### config.mk
export PLATFORM = sky130hd
export DESIGN_NAME = bkpt_cmp
export DESIGN_NICKNAME = d
export VERILOG_FILES = /design/src/rtl/bkpt_cmp.sv
export SDC_FILE = /design/constraint.sdc
export NUM_CORES = 1
export LEC_CHECK = 0
export CELL_PAD_IN_SITES_DETAIL_PLACEMENT = 1
export CELL_PAD_IN_SITES_GLOBAL_PLACEMENT = 1
export CORE_MARGIN = 5
export CORE_UTILIZATION = 45
export CTS_BUF_LIST = sky130_fd_sc_hd__clkbuf_16
export DETAILED_ROUTE_END_ITERATION = 6
export DONT_BUFFER_PORTS = 1
export MAX_ROUTING_LAYER = met4
export PLACE_DENSITY_LB_ADDON = 0.3
export SLEW_MARGIN = 20
export SYNTH_ARGS = -nofsm -noshare
export SYNTH_HDL_FRONTEND = slang
export SYNTH_SLANG_ARGS = --single-unit
### constraint.sdc
create_clock -name clk -period 4 [get_ports clk]
set_input_delay 1 -clock clk [delete_from_list [all_inputs] [get_ports clk]]
set_output_delay 1 -clock clk [all_outputs]
set_load 0.005 [all_outputs]
### src/rtl/bkpt_cmp.sv
module bkpt_cmp #(
  parameter int AW = 32
) (
  input  logic          clk,
  input  logic          rst_n,
  input  logic [AW-1:0] lo_bound,
  input  logic [AW-1:0] hi_bound,
  input  logic [AW-1:0] pc_ref,
  input  logic [AW-1:0] pc_mask,
  input  logic          en_eq,
  input  logic          en_in,
  input  logic          en_out,
  input  logic          pc_en,
  input  logic          pc_inv,
  input  logic          pc_vld,
  input  logic [AW-1:0] pc,
  input  logic          op_vld,
  input  logic [AW-1:0] op_addr,
  output logic          trig
);

  logic below_lo, above_hi, at_lo;
  logic addr_hit, pc_region, pc_hit;

  assign at_lo    = (op_addr == lo_bound);
  assign below_lo = (op_addr <  lo_bound);
  assign above_hi = (op_addr >  hi_bound);

  assign addr_hit = op_vld & ((en_eq  & at_lo)
                            | (en_in  & ~below_lo & ~above_hi)
                            | (en_out & (below_lo | above_hi)));

  assign pc_region = ~|((pc ^ pc_ref) & ~pc_mask);
  assign pc_hit    = pc_vld & pc_en & (pc_region ^ pc_inv);

  always_ff @(posedge clk) begin
    if (!rst_n) trig <= 1'b0;
    else        trig <= addr_hit | pc_hit;
  end

endmodule


== Word-level counts from Yosys, hierarchy flattened ==
Index checks and enable logic that the tools add are counted.
Word-level totals
  register bits: 1
  bits in latches: 0
  RAM bits: 0
  ROM bits: 0
  input bits: 201
  output and inout bits: 1
  logic and storage cells: 23
  memories kept: 0
Cells by class
  add/subtract/negate cells: 0
  multiply operators: 0
  div/mod/pow operators: 0
  order comparisons: 2
  eq/ne operators: 1
  shift-type cells: 0
  multiplexer cells: 0
  bitwise logic cells: 17
  reduce and logical (&&, ||, !) cells: 2
Operator list (count)
  32-bit AND: 1
  32-bit == test: 1
  32-bit greater-than comparator: 1
  32-bit < comparator: 1
  32-bit NOT: 1
  32-bit OR reduction: 1
  32-bit XOR: 1
  1-bit AND: 7
  1-bit bitwise OR: 4
  1-bit NOT: 2
  1-bit zero test: 1
  1-bit XOR: 1

== Depth between registers and ports, before layout ==
Gate-level depths: netlist of the first run.
  depth in word-level cells: 8
  depth in mapped cells: 9
  gate-level depth less buffers: 9

== Least setup slack after synthesis of the first run ==
Ideal clock, no wire load.
  path type: input -> register
  from: input port lo_bound[14]
  to: register trig
  library setup time: 0.086 ns
  arrival time: 2.694 ns
  required time: 3.914 ns
  slack: 1.221 ns
  stages on the path: 9
  path buffers: 0
  path through: inv_1 ha_1 nand4_1 or4_1 a21o_1 a31oi_1 o211ai_1 mux2i_1 a211oi_1
Between the ends
  word-level cells in the longest chain between the ends: 8
  elaborated cells between the ends (all ways): 12
  classes of those cells: order compare (1); eq/ne (1); bitwise (10)
Ends and longest elaborated chain
  start, declared: RTL line 6  | input logic [AW-1:0] lo_bound,
  32-bit < comparator: RTL line 26  | assign below_lo = (op_addr < lo_bound);
  1-bit NOT: RTL line 30  | | (en_in & ~below_lo & ~above_hi)
  1-bit AND (2 in a row): RTL line 30
  1-bit bitwise OR: RTL line 30
  1-bit bitwise OR *: RTL line 31  | | (en_out & (below_lo | above_hi)));
  1-bit AND *: RTL line 29  | assign addr_hit = op_vld & ((en_eq & at_lo)
  1-bit bitwise OR *: RTL line 38  | else trig <= addr_hit | pc_hit;
  end signal, assigned: RTL line 38
  end, declared: RTL line 19  | output logic trig
Mark *: on every way between the ends. The rest lies on a longest branch, timed or not.
A chain may end at the register's enable or synchronous reset.

== Final worst setup path of the first run ==
  from: input port lo_bound[13]
  to: register trig
Same word-level chain as after synthesis.

==> impl_metrics.toml, run 1 <==
[final_layout]
final_common_cell = "inv_1"
drive_gt1_frac = 0
antenna_cells = 0
fin_nets = 551
area_delta_synth_final_pct = 3.14
final_cell_mix = "66 x inv_1, 64 x ha_1, 33 x xnor2_1"
largest_register_ffs = 1
regMostFlops = "trig"
fillCellCount = 592
reg_top3 = "trig: 1 flops"

[die]
start_util = 0.470
io_pins = 202
core.rowCount = 24
die-area_sq_um = 6060
die_w_um = 77.9
coreArea_sq_um = 4410
die_h_um = 77.9

[sta]
hold_violations = 0
fin_setup_tns_ns = 0
rsz0062_at_grt = "false"
period_needed_ns = 3.01
relSlewSlack = 0.701
fin_crit_sh = 0.752
drv_slew = 0
fmax_mhz = 332
fin_ws_ns = 0.990
setup_viol_count_final = 0
tightestPinTransition_ns = 0.444

[logic_synthesis]
synth_area_per_cell_sq_um = 7.30
synth_top_flop_cell = "dfxtp_1"
synth_area_leader_cell = "ha_1"
syn_nets = 549
yosysUniqueCellTypes = 29
yosys_warnings = 0
syn_area_sq_um = 2070
async_flop_share = 0
ys_top_cells_by_area = "ha_1 39%, xnor2_1 14%, inv_1 12%"
synth-edff-count = 0
synth_top_cell_area_share = 0.386
synth_cells = 284
ys_seq_elements = 1
synth-seq-area-share = 0.00966

[worst_setup_path]
cpLargestDelayFamily = "simple AND/OR/NAND/NOR gates"
worstSetupPathType = "in -> reg"
critPathSlowestCell = "or4_1"
worstPathRequired_ns = 3.91
critPathMaxStageDelay_ns = 0.61
cp.arrival_ns = 2.92
cp_max_fo = 3
start_kind = "input port"
cp_cell_sequence = "inv_1, ha_1, nand4_1, or4_1, a21o_1, a31oi_1, o211ai_1, mux2i_1, a211oi_1"
crit_buf_inv = 1
endpoint_kind = "flop"

[pwr]
powerDensity_nw_per_um2 = 97.6
p_leak_nw = 1.14
ir_drop_mv = 0.0552

[run_status]
outcome = "completed"

[clock_tree]
cts_hold_buf = 0
cts.clk_slew.worst_paths_ns = 0
cts_resized = 0
cts_setup_buffers = 0

[global_route]
grt_max_degree = 5
track_usage = 0.240
grt_pass1_vias = 2345
grt_overflow = 0
antenna_found_initial = 0
grt_pass1_wl_um = 11400

[detailed_routing]
vias = 2063
routed_wl_um = 7710
vias_per_cell = 6.14
drt-initial-drc-count = 89
ant_nets = 0
dr.pass1.iters = 4
remaining_drc_errors = 0
wl_per_cell_um = 22.9

[min_path]
whs_path_depth = 2
min_to = "trig"
hp-start = "rst_n"
hold_class = "in -> reg"

[placed_design]
port-buffer-count = 0
place_hpwl_um = 7560
pre_cts_ws_ns = 0.974
gp_congestion = 0.851

[job]
maxCapViolCount = 0
-- area by class of cell --
class                   count  area (sq um)  area share
well taps                  52          65.1      0.0304
inverters                  66           248       0.116
multi-input cells         217          1810       0.844
flip-flops and latches      1          20.0     0.00936
-- through the flow --
stage / instance area (sq um) / util / hold slack (ns) / total power (W) / cells
global route: 2140 / 0.484 / 1.17 / 0.000241 / 336
detailed placement: 2140 / 0.484 / 1.13 / 0.000210 / 336
CTS: 2140 / 0.484 / 1.13 / 0.000211 / 336
finish: 2140 / 0.484 / 1.13 / 0.000209 / 336
global placement: 2140 / 0.484 / 1.12 / 0.000201 / 336
floorplan: 2070 / - / 1.11 / 0.000166 / 284
-- logic make-up (layout without fill, tap and decap cells) --
family,count (synthesis),in the layout,synth area share
and+or+nand+nor,51,51,0.135
DFF,1,1,0.00966
adders and majority gates,64,64,0.386
xor gates and xnor gates,33,33,0.139
buffers and inverters,66,66,0.119
muxes,1,1,0.00483
AOI/OAI and AO/OA,68,68,0.206
-- worst max-delay path by stage --
stage	start	endpoint	slack (ns)	cells past startpoint
2_1_floorplan	lo_bound[14]	trig	1.22	9
3_3_place_gp	lo_bound[13]	trig	1.11	9
3_5_place_dp	lo_bound[13]	trig	0.97	9
4_1_cts	lo_bound[13]	trig	0.97	9
5_1_grt	lo_bound[13]	trig	0.81	9
6_report	lo_bound[13]	trig	0.99	9
-- per-layer routing --
| metal | track usage | share of wire |
|---|---|---|
| met4 | 0.0653 | 0.034 |
| met1 | 0.277 | 0.38 |
| met3 | 0.0486 | 0.078 |
| met5 | - | 0 |
| met2 | 0.416 | 0.50 |
-- where the power goes --
group | total, W | internal (W) | leakage, nW | switching (W)
clock | 0 | 0 | 0 | 0
sequential | 0.0000115 | 0.0000109 | 0.00825 | 0.000000582
combinational | 0.000197 | 0.000100 | 1.13 | 0.0000972
-- Yosys cell counts (2+ instances only) --
library cell,number
o211ai_1,3
xnor2_1,33
a21oi_1,23
and4_1,3
nand3_1,7
ha_1,64
a221oi_1,2
nand2_1,14
nor2b_1,2
nor2_1,2
a21o_1,5
nand4_1,12
a31oi_1,3
inv_1,66
a221o_1,4
nor4_1,7
o22ai_1,16
a22oi_1,2
o21ai_0,6
Power figures use the tool's default switching activity.
==> inputs of run 2 (changes only) <==
--- a/config.mk
+++ b/config.mk
@@ -5,10 +5,11 @@
 export SDC_FILE = /design/constraint.sdc
 export NUM_CORES = 1
 export LEC_CHECK = 0
+export ABC_AREA = 1
 export CELL_PAD_IN_SITES_DETAIL_PLACEMENT = 1
 export CELL_PAD_IN_SITES_GLOBAL_PLACEMENT = 1
 export CORE_MARGIN = 5
-export CORE_UTILIZATION = 45
+export CORE_UTILIZATION = 40
 export CTS_BUF_LIST = sky130_fd_sc_hd__clkbuf_16
 export DETAILED_ROUTE_END_ITERATION = 6
 export DONT_BUFFER_PORTS = 1
==> constraint.sdc (replaced) <==
create_clock -name clk -period 3.1 [get_ports clk]
set_input_delay 0.775 -clock clk [delete_from_list [all_inputs] [get_ports clk]]
set_output_delay 0.775 -clock clk [all_outputs]
set_load 0.005 [all_outputs]
==> run 2 against run 1 <==
  * Routed wire length shrank 13%
  * Synthesized cell count up 33%
  * Largest cell class unchanged
  * Area after synthesis up 9.7%
  * Setup slack worse by 0.088 ns
  * Critical path depth rose by 4
  * Die area is 20% higher
==> impl_metrics.toml, run 2 <==
[sta]
fmax_mhz = 455
relSlewSlack = 0.803
rsz0062_at_grt = "false"
tightestPinTransition_ns = 0.295
fin_crit_sh = 0.709
period_needed_ns = 2.20
fin_setup_tns_ns = 0
drv_slew = 0
fin_ws_ns = 0.903
setup_viol_count_final = 0
hold_violations = 0

[logic_synthesis]
synth-edff-count = 0
yosysUniqueCellTypes = 25
ys_top_cells_by_area = "ha_1 35%, nand2_1 15%, inv_1 13%"
async_flop_share = 0
syn_nets = 642
ys_seq_elements = 1
synth_cells = 377
yosysMostFrequentCell = "nand2_1"
syn_area_sq_um = 2270
yosys-top-cells-count = "88 x nand2_1, 76 x inv_1, 64 x ha_1"
synth-seq-area-share = 0.00881
synth_area_leader_cell = "ha_1"
synth_top_cell_area_share = 0.352
yosys_warnings = 0
synth_top_flop_cell = "dfxtp_1"
synth_area_per_cell_sq_um = 6.03

[global_route]
grt_pass1_wl_um = 10400
grt_max_degree = 4
grt_pass1_vias = 2482
grt_overflow = 0
antenna_found_initial = 0
track_usage = 0.170

[worst_setup_path]
start_kind = "input port"
cp.arrival_ns = 2.08
worstPathRequired_ns = 2.98
worstSetupStartpoint = "lo_bound[31]"
critPathSlowestCell = "ha_1"
cp_max_fo = 2
crit_top_cell = "nand2_1"
endpoint_kind = "flop"
critPathMaxStageDelay_ns = 0.28
cp.depth = 13
cpLargestDelayFamily = "simple AND/OR/NAND/NOR gates"
worstSetupPathType = "in -> reg"
crit_buf_inv = 1
cp_cell_sequence = "inv_1, ha_1, nand2_1, nor2_2, nand2_1, nor4b_4, nand2_1, nand2_1, nand2_1, nand2_1, nand3_1, nand2_1, a21oi_2"

[pwr]
p_leak_nw = 1.38
powerDensity_nw_per_um2 = 120
ir_drop_mv = 0.0467

[final_layout]
fin_nets = 644
fillCellCount = 797
final_cell_mix = "88 x nand2_1, 76 x inv_1, 64 x ha_1"
reg_top3 = "trig: 1 flops"
seqCellArea_sq_um = 20.0
drive_gt1_frac = 0.0292
antenna_cells = 0
largest_register_ffs = 1
final_cell_area_sq_um = 2360
final_common_cell = "nand2_1"
area_delta_synth_final_pct = 3.96
regMostFlops = "trig"
multiInputGateArea_sq_um = 1960
final_cells = 449

[clock_tree]
cts.clk_slew.worst_paths_ns = 0
cts_setup_buffers = 0
cts_hold_buf = 0
cts_resized = 0

[detailed_routing]
dr.pass1.iters = 4
wl_per_cell_um = 14.9
ant_nets = 0
routed_wl_um = 6680
remaining_drc_errors = 0
vias = 2296
vias_per_cell = 5.11
drt-initial-drc-count = 18

[placed_design]
pre_cts_ws_ns = 0.880
post_dp_cell_area_sq_um = 2360
place_hpwl_um = 6590
dp_cells = 449
port-buffer-count = 0
gp_congestion = 0.785

[min_path]
hp-start = "rst_n"
whs_path_depth = 2
hold_class = "in -> reg"

[die]
coreArea_sq_um = 5510
core.rowCount = 27
die_h_um = 85.4
die-area_sq_um = 7290
start_util = 0.413
die_w_um = 85.4
io_pins = 202

[job]
maxCapViolCount = 0

[run_status]
outcome = "completed"
run 2: where the power goes:
group,total [W],internal (W),leakage [nW],switching [W]
combinational,0.000268,0.000128,1.37,0.000141
sequential,0.0000148,0.0000141,0.00826,0.000000656
clock,0,0,0,0
total,0.000283,0.000142,1.38,0.000141
run 2: final timing paths:
path / slack [ns] / end
max: 0.90 / trig
min: 0.90 / trig
run 2: final cells by class:
| class | count | share of cell area |
|---|---|---|
| multi-input cells | 297 | 0.828 |
| flip-flops and latches | 1 | 0.00847 |
| well taps | 72 | 0.0381 |
| inverters | 79 | 0.125 |
run 2: through the flow:
| stage | hold slack [ns] | utilization | total power (W) |
|---|---|---|---|
| 4_1_cts | 0.907 | 0.429 | 0.000290 |
| 5_1_grt | 0.907 | 0.429 | 0.000335 |
| 3_3_place_gp | 0.903 | 0.429 | 0.000276 |
| 2_1_floorplan | 0.897 | - | 0.000236 |
| 6_report | 0.903 | 0.429 | 0.000283 |
| 3_5_place_dp | 0.906 | 0.429 | 0.000287 |
run 2: cell families after synthesis:
logic type / Yosys count / synth area share
AO/OA/AOI/OAI: 57 / 0.139
XOR/XNOR: 21 / 0.0809
adder cells (fa/ha/maj): 64 / 0.352
buffers and inverters: 79 / 0.130
flip-flops: 1 / 0.00881
AND/OR/NAND/NOR: 155 / 0.288
run 2: layer usage:
layer,vias to the layer above,part of all wire,GRT usage
met2,97,0.52,0.324
met3,6,0.074,0.0272
li1,1207,-,-
met5,-,0,-
met1,986,0.40,0.194
met4,0,0.0066,0.0101
